<file path="src/rtl/rtc_pkg.sv">
package rtc_pkg;
  localparam int unsigned OFF_ALARM   = 'h00;
  localparam int unsigned OFF_COUNT   = 'h04;
  localparam int unsigned OFF_TRIMDIV = 'h08;
  localparam int unsigned OFF_STATUS  = 'h10;

  localparam int unsigned ST_AL  = 0;
  localparam int unsigned ST_HZ  = 1;
  localparam int unsigned ST_ALE = 2;
  localparam int unsigned ST_HZE = 3;

  localparam int unsigned TRIM_LSB = 16;

  localparam int unsigned EV_AL = 0;
  localparam int unsigned EV_HZ = 1;
  localparam int unsigned NUM_EV = 2;
endpackage

</file>
<file path="src/rtl/rtc_prescaler.sv">
module rtc_prescaler #(
  parameter int unsigned DIV_W       = 16,
  parameter int unsigned TRIM_W      = 10,
  parameter int unsigned TRIM_PERIOD = 1024,
  parameter int unsigned DEFAULT_DIV = 32767
) (
  input  logic              clk,
  input  logic              rst,
  input  logic              restart,
  input  logic [DIV_W-1:0]  div,
  input  logic [TRIM_W-1:0] trim,
  output logic              tick
);
  localparam int unsigned CNT_W = DIV_W + 1;
  localparam int unsigned PH_W  = $clog2(TRIM_PERIOD);

  logic [CNT_W-1:0] pre_q;
  logic [PH_W-1:0]  phase_q;
  logic [CNT_W-1:0] div_eff;
  logic [CNT_W-1:0] limit;
  logic             long_period;

  assign div_eff     = (div == '0) ? CNT_W'(DEFAULT_DIV) : CNT_W'(div);
  assign long_period = (phase_q == PH_W'(TRIM_PERIOD - 1));
  assign limit       = div_eff + (long_period ? CNT_W'(trim) : '0);
  assign tick        = (pre_q == limit) && !restart;

  always_ff @(posedge clk) begin
    if (rst || restart) begin
      pre_q   <= '0;
      phase_q <= '0;
    end else if (tick) begin
      pre_q   <= '0;
      phase_q <= long_period ? '0 : phase_q + 1'b1;
    end else begin
      pre_q   <= pre_q + 1'b1;
    end
  end

  AST_TICK_SPACED: assert property (@(posedge clk) disable iff (rst)
    tick |=> !tick) else $error("tick on consecutive cycles");

  AST_RESTART_QUIET: assert property (@(posedge clk) disable iff (rst)
    restart |=> !tick) else $error("tick right after restart");
endmodule

</file>
<file path="src/rtl/rtc_sec_counter.sv">
module rtc_sec_counter #(
  parameter int unsigned CNT_W = 32
) (
  input  logic             clk,
  input  logic             rst,
  input  logic             tick,
  input  logic             wr_en,
  input  logic [CNT_W-1:0] wr_data,
  input  logic [CNT_W-1:0] alarm_val,
  output logic [CNT_W-1:0] seconds,
  output logic             alarm_hit
);
  logic [CNT_W-1:0] sec_q;
  logic [CNT_W-1:0] sec_nxt;
  logic             upd;

  assign upd       = wr_en || tick;
  assign sec_nxt   = wr_en ? wr_data : (tick ? sec_q + 1'b1 : sec_q);
  assign alarm_hit = upd && (sec_nxt == alarm_val);
  assign seconds   = sec_q;

  always_ff @(posedge clk) begin
    if (rst) sec_q <= '0;
    else     sec_q <= sec_nxt;
  end

  AST_WRITE_WINS: assert property (@(posedge clk) disable iff (rst)
    wr_en |=> seconds == $past(wr_data)) else $error("counter write lost");

  AST_TICK_INC: assert property (@(posedge clk) disable iff (rst)
    tick && !wr_en |=> seconds == $past(seconds) + 1'b1) else $error("bad increment");

  AST_HOLD: assert property (@(posedge clk) disable iff (rst)
    !tick && !wr_en |=> $stable(seconds)) else $error("counter drifted");
endmodule

</file>
<file path="src/rtl/rtc_status.sv">
module rtc_status
  import rtc_pkg::*;
(
  input  logic              clk,
  input  logic              rst,
  input  logic              wr_en,
  input  logic [NUM_EV-1:0] wr_clr,
  input  logic [NUM_EV-1:0] wr_en_bits,
  input  logic [NUM_EV-1:0] ev_set,
  output logic [NUM_EV-1:0] flags,
  output logic [NUM_EV-1:0] enables,
  output logic [NUM_EV-1:0] irq
);
  logic [NUM_EV-1:0] flag_q, en_q, irq_q;
  logic [NUM_EV-1:0] flag_nxt, en_nxt;

  for (genvar g = 0; g < NUM_EV; g++) begin : g_ev
    always_comb begin
      if (ev_set[g])                 flag_nxt[g] = 1'b1;
      else if (wr_en && wr_clr[g])   flag_nxt[g] = 1'b0;
      else                           flag_nxt[g] = flag_q[g];
      en_nxt[g] = wr_en ? wr_en_bits[g] : en_q[g];
    end

    always_ff @(posedge clk) begin
      if (rst) begin
        flag_q[g] <= 1'b0;
        en_q[g]   <= 1'b0;
        irq_q[g]  <= 1'b0;
      end else begin
        flag_q[g] <= flag_nxt[g];
        en_q[g]   <= en_nxt[g];
        irq_q[g]  <= flag_nxt[g] & en_nxt[g];
      end
    end

    AST_STICKY: assert property (@(posedge clk) disable iff (rst)
      flag_q[g] && !(wr_en && wr_clr[g]) |=> flag_q[g]) else $error("flag lost");

    AST_SET_WINS: assert property (@(posedge clk) disable iff (rst)
      ev_set[g] |=> flag_q[g]) else $error("event missed");

    AST_IRQ_GATED: assert property (@(posedge clk) disable iff (rst)
      irq_q[g] |-> flag_q[g] && en_q[g]) else $error("irq without cause");
  end

  assign flags   = flag_q;
  assign enables = en_q;
  assign irq     = irq_q;
endmodule

</file>
<file path="src/rtl/rtc_seconds_top.sv">
module rtc_seconds_top
  import rtc_pkg::*;
#(
  parameter int unsigned DATA_W      = 32,
  parameter int unsigned ADDR_W      = 5,
  parameter int unsigned DIV_W       = 16,
  parameter int unsigned TRIM_W      = 10,
  parameter int unsigned TRIM_PERIOD = 1024,
  parameter int unsigned DEFAULT_DIV = 32767
) (
  input  logic              clk,
  input  logic              rst,
  input  logic              bus_wr,
  input  logic [ADDR_W-1:0] bus_addr,
  input  logic [DATA_W-1:0] bus_wdata,
  output logic [DATA_W-1:0] bus_rdata,
  output logic              irq_tick,
  output logic              irq_alarm
);
  localparam int unsigned TRIM_MSB = TRIM_LSB + TRIM_W - 1;

  logic              sel_alarm, sel_count, sel_trimdiv, sel_status;
  logic [DATA_W-1:0] alarm_q;
  logic [DIV_W-1:0]  div_q;
  logic [TRIM_W-1:0] trim_q;
  logic [DATA_W-1:0] rdata_q;
  logic [DATA_W-1:0] rd_mux;
  logic [DATA_W-1:0] seconds;
  logic              tick, alarm_hit;
  logic [NUM_EV-1:0] flags, enables, irq, ev_set, wr_clr, wr_en_bits;

  assign sel_alarm   = (bus_addr == ADDR_W'(OFF_ALARM));
  assign sel_count   = (bus_addr == ADDR_W'(OFF_COUNT));
  assign sel_trimdiv = (bus_addr == ADDR_W'(OFF_TRIMDIV));
  assign sel_status  = (bus_addr == ADDR_W'(OFF_STATUS));

  always_ff @(posedge clk) begin
    if (rst) begin
      alarm_q <= '0;
      div_q   <= '0;
      trim_q  <= '0;
    end else if (bus_wr) begin
      if (sel_alarm) alarm_q <= bus_wdata;
      if (sel_trimdiv) begin
        div_q  <= bus_wdata[DIV_W-1:0];
        trim_q <= bus_wdata[TRIM_MSB:TRIM_LSB];
      end
    end
  end

  rtc_prescaler #(
    .DIV_W(DIV_W), .TRIM_W(TRIM_W), .TRIM_PERIOD(TRIM_PERIOD), .DEFAULT_DIV(DEFAULT_DIV)
  ) u_pre (
    .clk(clk), .rst(rst), .restart(bus_wr && sel_trimdiv),
    .div(div_q), .trim(trim_q), .tick(tick)
  );

  rtc_sec_counter #(.CNT_W(DATA_W)) u_cnt (
    .clk(clk), .rst(rst), .tick(tick),
    .wr_en(bus_wr && sel_count), .wr_data(bus_wdata),
    .alarm_val(alarm_q), .seconds(seconds), .alarm_hit(alarm_hit)
  );

  assign ev_set[EV_AL]     = alarm_hit;
  assign ev_set[EV_HZ]     = tick;
  assign wr_clr[EV_AL]     = bus_wdata[ST_AL];
  assign wr_clr[EV_HZ]     = bus_wdata[ST_HZ];
  assign wr_en_bits[EV_AL] = bus_wdata[ST_ALE];
  assign wr_en_bits[EV_HZ] = bus_wdata[ST_HZE];

  rtc_status u_st (
    .clk(clk), .rst(rst), .wr_en(bus_wr && sel_status),
    .wr_clr(wr_clr), .wr_en_bits(wr_en_bits), .ev_set(ev_set),
    .flags(flags), .enables(enables), .irq(irq)
  );

  always_comb begin
    rd_mux = '0;
    if (sel_alarm)   rd_mux = alarm_q;
    if (sel_count)   rd_mux = seconds;
    if (sel_trimdiv) begin
      rd_mux[DIV_W-1:0]          = div_q;
      rd_mux[TRIM_MSB:TRIM_LSB]  = trim_q;
    end
    if (sel_status) begin
      rd_mux[ST_AL]  = flags[EV_AL];
      rd_mux[ST_HZ]  = flags[EV_HZ];
      rd_mux[ST_ALE] = enables[EV_AL];
      rd_mux[ST_HZE] = enables[EV_HZ];
    end
  end

  always_ff @(posedge clk) begin
    if (rst) rdata_q <= '0;
    else     rdata_q <= rd_mux;
  end

  assign bus_rdata = rdata_q;
  assign irq_tick  = irq[EV_HZ];
  assign irq_alarm = irq[EV_AL];

  AST_RESET_QUIET: assert property (@(posedge clk)
    $past(rst) |-> !irq_tick && !irq_alarm && bus_rdata == '0) else $error("reset state");

  AST_ALARM_REG_HOLD: assert property (@(posedge clk) disable iff (rst)
    !(bus_wr && sel_alarm) |=> $stable(alarm_q)) else $error("alarm changed");
endmodule

</file>
<file path="config.mk">
export PLATFORM = sky130hd
export DESIGN_NAME = rtc_seconds_top
export DESIGN_NICKNAME = d
export VERILOG_FILES = /design/src/rtl/rtc_pkg.sv /design/src/rtl/rtc_prescaler.sv /design/src/rtl/rtc_sec_counter.sv /design/src/rtl/rtc_status.sv /design/src/rtl/rtc_seconds_top.sv
export SDC_FILE = /design/constraint.sdc
export NUM_CORES = 1
export LEC_CHECK = 0
export BUFFER_PORTS_ARGS = -buffer_cell sky130_fd_sc_hd__buf_4
export CAP_MARGIN = 10
export CORE_MARGIN = 4
export CORE_UTILIZATION = 43
export CTS_CLUSTER_SIZE = 14
export DETAILED_ROUTE_END_ITERATION = 7
export PLACE_DENSITY = 0.73
export SKIP_CTS_REPAIR_TIMING = 1
export SLEW_MARGIN = 20
export SYNTH_ARGS = -nofsm -noshare
export SYNTH_HDL_FRONTEND = slang
export SYNTH_SLANG_ARGS = --single-unit
</file>
<file path="constraint.sdc">
create_clock -name clk -period 4.6 [get_ports clk]
set_input_delay 0.92 -clock clk [delete_from_list [all_inputs] [get_ports clk]]
set_output_delay 0.92 -clock clk [all_outputs]
set_load 0.05 [all_outputs]
</file>
==> results.yml, run 1 <==
routing:
  drtIter0Drc: 944
  vias: 9521
  first_pass_iters: 8
  wl_mm: 32.8
  drc_errors: 0
  vias_per_cell: 5.92
  wl_per_cell_um: 20.4
  drtAntennaViolNets: 0
layout:
  drive_above_1_share: 0.237
  final_cell_mix: "buf_4, nand2_1, dfxtp_1"
  mostFrequentLayoutCell: "buf_4"
  nNetsFinal: 1376
  insertedDiodeCount: 0
  final_util: 0.560
  syn2layout_area_growth_pct: 28.6
logic_synthesis:
  synth_top_family_by_area: "simple AND/OR/NAND/NOR gates"
  synth_xor_area_frac: 0.104
  synth_seq_area_share: 0.340
  yosys_warnings: 0
  synthAdderAreaFrac: 0.0200
  ys_types: 72
  muxShareOfSynthArea: 0.0136
  synth_top_area_share: 0.340
  synth_edf_count: 0
  synth_cells: 1180
  synth.cell_area_sq_um: 9120
  synth_top_area_cell: "dfxtp_1"
  postSynth.asyncResetShare: 0
  ys_seq_elements: 155
  synth_flop_cell: "dfxtp_1"
  synthTopCellsByArea: "dfxtp_1, nand2_1, xnor2_1"
  postSynthAreaPerCell_sq_um: 7.73
  yosys.area_share.simple: 0.279
  synth-compound-area-share: 0.196
  synth.net_count: 1234
pwr:
  irDropWorstVdd_uv: 203
  leakage_nw: 4.33
  p_per_area_nw_per_um2: 269
  p_total_w: 0.00316
setup_path:
  critPathCaptureType: "flop"
  path_class: "reg2reg"
  startpoint_type: "flop"
  cp_max_fo: 8
  cp_slowest_cell: "or4_4"
  path_cells: "and3_4, and3_4, nand2_4, nor2_4, and2_4, ha_2, fa_2, a21o_1, a221oi_4, o21ai_2, buf_4, a211oi_4, buf_4, nand3_2, or4_4, a311o_1, or4_4, nor4_4, nand3b_1, o22ai_1"
  crit_arrival_ns: 5.26
  required_ns: 4.95
  crit_buf_inv: 2
  crit_family: "simple AND/OR/NAND/NOR gates"
  slowest_delay_ns: 0.59
sta:
  setup_ws_ns: -0.301
  max_clock_freq_ghz: 0.204
  clock-skew-final_ns: 0.00970
  finalHoldViolations: 0
  holdWs_ns: 0.499
  setup_viol: 2
  finalCritPeriodShare: 1.07
  relSlewSlack: 0.316
  worst_pin_slew_ns: 1.02
  drv_slew: 0
  min_period_ns: 4.90
  rsz0062_at_grt: "true"
global_route:
  grt_pass1_vias: 9018
  antenna_found_initial: 5
  overflow: 0
  grt_pass1_wl_mm: 49.9
  grt_usage: 0.266
  grt_max_degree: 69
floorplanning:
  core_area_sq_um: 21000
  die_w_um: 154
  initial_utilization: 0.435
  io_pins: 74
  die_area_sq_um: 23600
  rows: 53
  die_y_um: 154
flow_run:
  maxCapViolCount: 0
min_path:
  hold_path_class: "reg2reg"
clock_network:
  cts_tree: "built"
  clk-insertion-delay-late_ns: 0.43
  root_buffer: "clkbuf_16"
  htreeDepth: 4
  cts_sinks: 155
  cts_buffer_depth: 2
  clk_pin_slew_worst_paths_ns: 0.07
  numCtsBuffers: 17
run_status:
  violations: "setup timing"
  status: "finished, violations left"
placement:
  dp_slack_ns: -0.453
  dp_hpwl_mm: 24.7
  gp_congestion: 1.04
  port_buffers: 73
-- synth_stat cells (3+ instances only) --
master,number
nand3_1,38
a21o_1,4
or3_1,10
o211ai_1,6
a2111oi_0,3
nor3_1,21
mux2i_1,9
o32ai_1,4
o2111ai_1,5
o22ai_1,10
nor4_1,19
and4_1,4
ha_1,13
a22oi_1,6
buf_2,5
nor4_2,5
xnor2_1,62
nor2b_1,3
o21ai_1,3
a211oi_1,32
buf_1,4
inv_1,24
or2_2,3
or4_1,5
o21ai_0,20
xor2_1,44
a222oi_1,23
a21oi_1,83
nor4b_1,4
nor2_1,123
a211o_1,4
nor3b_1,5
mux2_2,3
o31ai_1,3
and3_1,17
and2_1,18
a311oi_1,9
dfxtp_1,155
nand2b_1,24
nand4_1,25
clkbuf_1,75
a31oi_1,8
nand2_1,194
a221oi_1,6
-- stage by stage --
stage	instances	instance area, sq um	TNS (ns)
floorplan	1180	9180	-0.151
global placement	1565	10700	-0.891
detailed placement	1565	10700	-0.875
CTS	1596	11300	-0.938
global route	1609	11700	-1.59
finish	1609	11700	-0.597
-- per-layer routing --
layer,GRT usage,share of wire,vias up
li1,-,-,4496
met1,0.344,0.41,4571
met5,0,0.00040,-
met4,0.112,0.042,2
met2,0.438,0.48,380
met3,0.0498,0.071,72
-- kinds of logic (layout without fill, tap and decap cells) --
group                      Yosys count  in the layout
AOI/OAI and AO/OA                  254            254
buffers and inverters              110            264
DFF                                155            155
xor gates and xnor gates           107            107
and+or+nand+nor                    528            528
muxes                               12             12
adders and majority gates           14             14
-- power breakdown --
part	leakage, nW	internal, W	total [W]	switching [W]
Sequential	1.25	0.00135	0.00137	0.0000193
Combinational	2.80	0.000141	0.000331	0.000190
Clock	0.284	0.000856	0.00145	0.000598
-- registers in the layout, summed over array words and instances, names as in the netlist --
| signal | count |
|---|---|
| u_st.flags | 2 |
| div_q | 16 |
| u_st.enables | 2 |
| bus_rdata | 32 |
| u_cnt.seconds | 32 |
| u_st.irq | 2 |
| trim_q | 10 |
| u_pre.phase_q | 10 |
| u_pre.pre_q | 17 |
| alarm_q | 32 |
-- path summary, 6_finish.rpt --
kind | startpoint | slack, ns | cells past startpoint | to
setup / recovery | u_pre.phase_q[5] | -0.30 | 20 | u_st.flags[0]
hold reg to reg | alarm_q[12] | 0.50 | 2 | alarm_q[12]
hold / removal | alarm_q[12] | 0.50 | 2 | alarm_q[12]
setup reg to reg | u_pre.phase_q[5] | -0.30 | 20 | u_st.flags[0]
-- area by class of cell --
cell class              instances  area, sq um
inverters                      24         90.1
multi-input cells             915         5970
clock buffers                  18          429
repair buffers                209         1620
flip-flops and latches        155         3110
clock inverters                13          166
fillers                      1982         9230
well taps                     275          344
-- worst reg2reg max path, stage by stage, from the launching register on --
cell      delay [ns]
dfxtp_2         0.32
and3_4          0.17
and3_4          0.19
nand2_4         0.07
nor2_4          0.05
and2_4          0.14
ha_2            0.19
fa_2            0.34
a21o_1          0.23
a221oi_4        0.44
o21ai_2         0.15
buf_4           0.17
a211oi_4        0.26
buf_4           0.17
nand3_2         0.09
or4_4           0.59
a311o_1         0.34
or4_4           0.53
nor4_4          0.17
nand3b_1        0.11
o22ai_1         0.12
Note: power is estimated with default switching activity, not from simulation.
==> run 2, diff against run 1 <==
--- a/config.mk
+++ b/config.mk
@@ -5,6 +5,7 @@
 export SDC_FILE = /design/constraint.sdc
 export NUM_CORES = 1
 export LEC_CHECK = 0
+export ABC_AREA = 1
 export BUFFER_PORTS_ARGS = -buffer_cell sky130_fd_sc_hd__buf_4
 export CAP_MARGIN = 10
 export CORE_MARGIN = 4
==> constraint.sdc (replaced) <==
create_clock -name clk -period 4.6 [get_ports clk]
set_input_delay 0.92 -clock clk [delete_from_list [all_inputs] [get_ports clk]]
set_output_delay 0.92 -clock clk [all_outputs]
set_load 0.1 [all_outputs]
==> run 2 against run 1 <==
Net effect: cell area down 6.7%; total power increased by 1.8%; the run now ends clean; non-clock buffer count fell by 91; maximum frequency increased by 14%; final cell count grew 12%.
==> results.yml, run 2 <==
layout:
  nNetsFinal: 1579
  insertedDiodeCount: 0
  final_cell_mix: "nand2_1, inv_1, nor2_1"
  final_area_sq_um: 10900
  syn2layout_area_growth_pct: 20.8
  drive_above_1_share: 0.162
  fillers: 2056
  mostFrequentLayoutCell: "nand2_1"
  stdcell_count: 1808
global_route:
  overflow: 0
  grt_pass1_vias: 8958
  grt_max_degree: 57
  antenna_found_initial: 1
  grt_usage: 0.246
  grt_pass1_wl_mm: 46.5
setup_path:
  startpoint_type: "flop"
  r2r_end: "u_st.flags[0]"
  crit_arrival_ns: 4.66
  cp_slowest_cell: "fa_1"
  slowest_delay_ns: 0.43
  r2r_start: "u_pre.phase_q[1]"
  path_class: "reg2reg"
  r2r_slack_ns: 0.31
  cp_max_fo: 8
  critPathCaptureType: "flop"
  path_common_cell: "nand2_1"
  required_ns: 4.98
  reg2regPathDepth: 35
logic_synthesis:
  synth_edf_count: 0
  yosys_warnings: 0
  synth_most_common_cell: "nand2_1"
  synth_cells: 1434
  synth_common_cells: "nand2_1, inv_1, nor2_1"
  ys_types: 43
  ys_seq_elements: 155
  synth.net_count: 1488
  synth_flop_cell: "dfxtp_1"
  synth_seq_area_share: 0.343
  synth_top_area_cell: "dfxtp_1"
  postSynthAreaPerCell_sq_um: 6.32
  synthTopCellsByArea: "dfxtp_1, nand2_1, inv_1"
  synth_top_area_share: 0.343
  postSynth.asyncResetShare: 0
  synth.cell_area_sq_um: 9060
pwr:
  p_total_w: 0.00321
  p_per_area_nw_per_um2: 294
  leakage_nw: 4.84
  irDropWorstVdd_uv: 238
placement:
  placedCellCount: 1757
  place_area_sq_um: 9940
  dp_hpwl_mm: 22.2
  dp_slack_ns: 0.151
  port_buffers: 73
  gp_congestion: 1.01
sta:
  finalCritPeriodShare: 0.932
  min_period_ns: 4.29
  relSlewSlack: 0.386
  setup_ws_ns: 0.315
  worst_pin_slew_ns: 0.920
  max_clock_freq_ghz: 0.233
  setup_viol: 0
  finalSetupTns_ns: 0
  drv_slew: 0
  finalHoldViolations: 0
  clock-skew-final_ns: 0.00723
routing:
  drtAntennaViolNets: 0
  vias_per_cell: 5.36
  drc_errors: 0
  wl_per_cell_um: 16.5
  wl_mm: 29.8
  first_pass_iters: 6
  vias: 9688
  drtIter0Drc: 957
clock_network:
  cts_tree: "built"
  clk-insertion-delay-late_ns: 0.44
  cts_sinks: 155
  cts_buffer_depth: 2
  root_buffer: "clkbuf_16"
  clk_pin_slew_worst_paths_ns: 0.07
  numCtsBuffers: 17
  htreeDepth: 4
min_path:
  min_from: "alarm_q[28]"
  min_to: "bus_rdata[28]"
  hold_path_class: "reg2reg"
  worstHoldPathCells: 2
flow_run:
  maxCapViolCount: 0
floorplanning:
  io_pins: 74
  die_area_sq_um: 23500
  die_y_um: 153
  rows: 52
  initial_utilization: 0.442
  die_w_um: 153
  core_area_sq_um: 20500
run_status:
  status: "completed"
==> run 2: how the worst max path moves through the flow <==
stage / start / end / slack [ns] / depth (start not counted)
floorplan: u_pre.phase_q[0] / u_st.flags[0] / 0.59 / 34
global placement: u_pre.phase_q[0] / u_st.flags[0] / 0.24 / 34
detailed placement: u_pre.phase_q[0] / u_st.flags[0] / 0.15 / 32
CTS: u_pre.phase_q[0] / u_st.flags[0] / 0.11 / 32
global route: u_pre.phase_q[1] / u_st.flags[0] / -0.02 / 33
finish: u_pre.phase_q[1] / u_st.flags[0] / 0.31 / 35
==> run 2: area by class of cell <==
type | count | area (sq um) | area share
multi-input combinational | 1025 | 5200 | 0.475
sequential | 155 | 3110 | 0.284
clock buffer | 17 | 425 | 0.0389
timing repair buffer | 118 | 916 | 0.0837
inverter | 208 | 783 | 0.0716
clock inverter | 15 | 174 | 0.0159
tap | 270 | 338 | 0.0309
==> run 2: layer usage <==
metal	up-vias	GRT usage	wire, um
li1	4805	-	-
met5	-	0	0
met4	0	0.102	1110
met3	85	0.0472	2140
met2	366	0.398	13700
met1	4432	0.322	12800
==> run 2: cells by family after synthesis <==
kind of cell	Yosys count	synth area share
buffers and inverters	254	0.109
adders and majority gates	14	0.0202
DFF	155	0.343
AOI/OAI and AO/OA	222	0.130
xor gates and xnor gates	29	0.0280
and+or+nand+nor	760	0.371
==> run 2: critical path: cells and delay by family (launching register included) <==
| kind | cells | cell delay, ns |
|---|---|---|
| and+or+nand+nor | 30 | 2.86 |
| adders and majority gates | 3 | 0.77 |
| DFF | 1 | 0.35 |
| buffers and inverters | 2 | 0.20 |
==> run 2: power breakdown <==
part | switching [W] | total (W) | internal (W)
clock network | 0.000649 | 0.00147 | 0.000821
logic | 0.000251 | 0.000379 | 0.000128
registers | 0.0000102 | 0.00137 | 0.00135
total | 0.000910 | 0.00321 | 0.00230
==> run 2: through the flow <==
stage	util	hold slack (ns)
global route	0.534	0.490
detailed placement	0.485	0.454
global placement	0.485	0.448
finish	0.534	0.459
floorplan	-	0.430
CTS	0.514	0.464
==> run 3, diff against run 2 <==
--- a/config.mk
+++ b/config.mk
@@ -6,13 +6,13 @@
 export NUM_CORES = 1
 export LEC_CHECK = 0
 export ABC_AREA = 1
-export BUFFER_PORTS_ARGS = -buffer_cell sky130_fd_sc_hd__buf_4
+export BUFFER_PORTS_ARGS = -buffer_cell sky130_fd_sc_hd__buf_2
 export CAP_MARGIN = 10
-export CORE_MARGIN = 4
+export CORE_MARGIN = 5
 export CORE_UTILIZATION = 43
 export CTS_CLUSTER_SIZE = 14
 export DETAILED_ROUTE_END_ITERATION = 7
-export PLACE_DENSITY = 0.73
+export PLACE_DENSITY_LB_ADDON = 0.3
 export SKIP_CTS_REPAIR_TIMING = 1
 export SLEW_MARGIN = 20
 export SYNTH_ARGS = -nofsm -noshare
==> run 3 against run 2 <==
Net effect: worst setup slack worse by 0.033 ns; cell area down 2.0%; maximum frequency down 0.76%; count of clock-buffer cells in the layout up 1; global-route usage is essentially flat; worst hold slack lost 0.0050 ns; combinational power is 5% lower; sequential power about the same; flip-flop and latch count stayed put; largest cell class unchanged.
==> results.yml, run 3 (synthesized netlist as in run 2, its figures left out) <==
flow_run:
  maxCapViolCount: 0
layout:
  seqCellArea_sq_um: 3110
  insertedDiodeCount: 0
  multiInputGateArea_sq_um: 5140
  final_cell_mix: "nand2_1, inv_1, nor2_1"
  mostFrequentLayoutCell: "nand2_1"
  syn2layout_area_growth_pct: 18.4
  final_area_sq_um: 10700
  drive_above_1_share: 0.153
  fillers: 2103
  nNetsFinal: 1571
floorplanning:
  initial_utilization: 0.434
  rows: 53
  die_y_um: 155
  die_w_um: 155
  die_area_sq_um: 24100
  core_area_sq_um: 20900
  io_pins: 74
sta:
  max_clock_freq_ghz: 0.232
  relSlewSlack: 0.511
  min_period_ns: 4.32
  holdWs_ns: 0.454
  setup_viol: 0
  finalHoldViolations: 0
  clock-skew-final_ns: 0.0112
  finalCritPeriodShare: 0.939
  drv_slew: 0
  worst_pin_slew_ns: 0.732
pwr:
  irDropWorstVdd_uv: 239
  leakage_nw: 4.79
  p_total_w: 0.00327
  p_per_area_nw_per_um2: 305
clock_network:
  numCtsBuffers: 17
  clk-insertion-delay-late_ns: 0.44
  cts_sinks: 155
  clk_pin_slew_worst_paths_ns: 0.07
  cts_tree: "built"
  root_buffer: "clkbuf_16"
  cts_buffer_depth: 2
  htreeDepth: 4
global_route:
  globalRouteMet1Util: 0.331
  use_met2: 0.400
  grt_pass1_vias: 8749
  grt_pass1_wl_mm: 46.7
  grt_usage: 0.246
  gr-max-usage-layer: "met2"
  grt_max_degree: 77
  antenna_found_initial: 0
  overflow: 0
  grtUsageMet3: 0.0401
routing:
  drtIter0Drc: 783
  drc_errors: 0
  drtAntennaViolNets: 0
  first_pass_iters: 5
  wl_mm: 29.7
  vias: 9521
  vias_per_cell: 5.27
  wl_per_cell_um: 16.4
setup_path:
  path_common_cell: "nand2_1"
  cp_max_fo: 11
  critPathCaptureType: "flop"
  slowest_delay_ns: 0.42
  required_ns: 4.97
  cp_slowest_cell: "fa_1"
  path_class: "reg2reg"
  startpoint_type: "flop"
  crit_arrival_ns: 4.68
placement:
  place_area_sq_um: 9770
  gp_congestion: 1.03
  dp_hpwl_mm: 22.4
  port_buffers: 73
run_status:
  status: "completed"
min_path:
  hold_path_class: "reg2reg"
-- run 3: cell types whose count changed in the layout (fill, tap and decap cells not counted), sizes merged --
cell,change
inv,-1
clkinvlp,+1
buf,-8
bufinv,+1
clkinv,-2
clkbuf,+1
-- run 3: worst paths after layout --
check,from,end,slack [ns],depth (start not counted)
max,u_pre.phase_q[0],u_st.irq[0],0.28,34
min,u_st.enables[0],bus_rdata[2],0.45,2
max reg2reg,u_pre.phase_q[0],u_st.irq[0],0.28,34
min reg2reg,u_st.enables[0],bus_rdata[2],0.45,2
-- run 3: cell type report --
class,instances,share of cell area
timing repair buffer,110,0.0672
multi-input combinational,1025,0.479
tap,275,0.0321
clock buffer,18,0.0410
clock inverter,14,0.0182
sequential,155,0.290
inverter,208,0.0728
-- run 3: critical path: cells and delay by family, from the launching register on --
kind,cells,cell delay (ns)
AND/OR/NAND/NOR,29,2.83
adder cells (fa/ha/maj),3,0.77
flip-flops,1,0.37
buffers and inverters,2,0.29
-- run 3: stage by stage --
step,cells,util,setup WS (ns),TNS (ns)
3_5_place_dp,1762,0.468,0.0699,0
4_1_cts,1794,0.498,0.0168,0
5_1_grt,1805,0.513,-0.0835,-0.161
6_report,1805,0.513,0.282,0
3_3_place_gp,1762,0.468,0.132,0
2_1_floorplan,1434,-,0.589,0
-- run 3: report_power, final --
group / total, W / internal [W] / switching, W
clock: 0.00154 / 0.000894 / 0.000646
sequential: 0.00137 / 0.00135 / 0.0000103
combinational: 0.000361 / 0.000117 / 0.000244
total: 0.00327 / 0.00237 / 0.000900
-- run 3: routing by layer --
layer	wire length, um	part of all wire
met1	13000	0.44
met2	14000	0.47
met3	1870	0.063
met4	858	0.029
met5	0	0
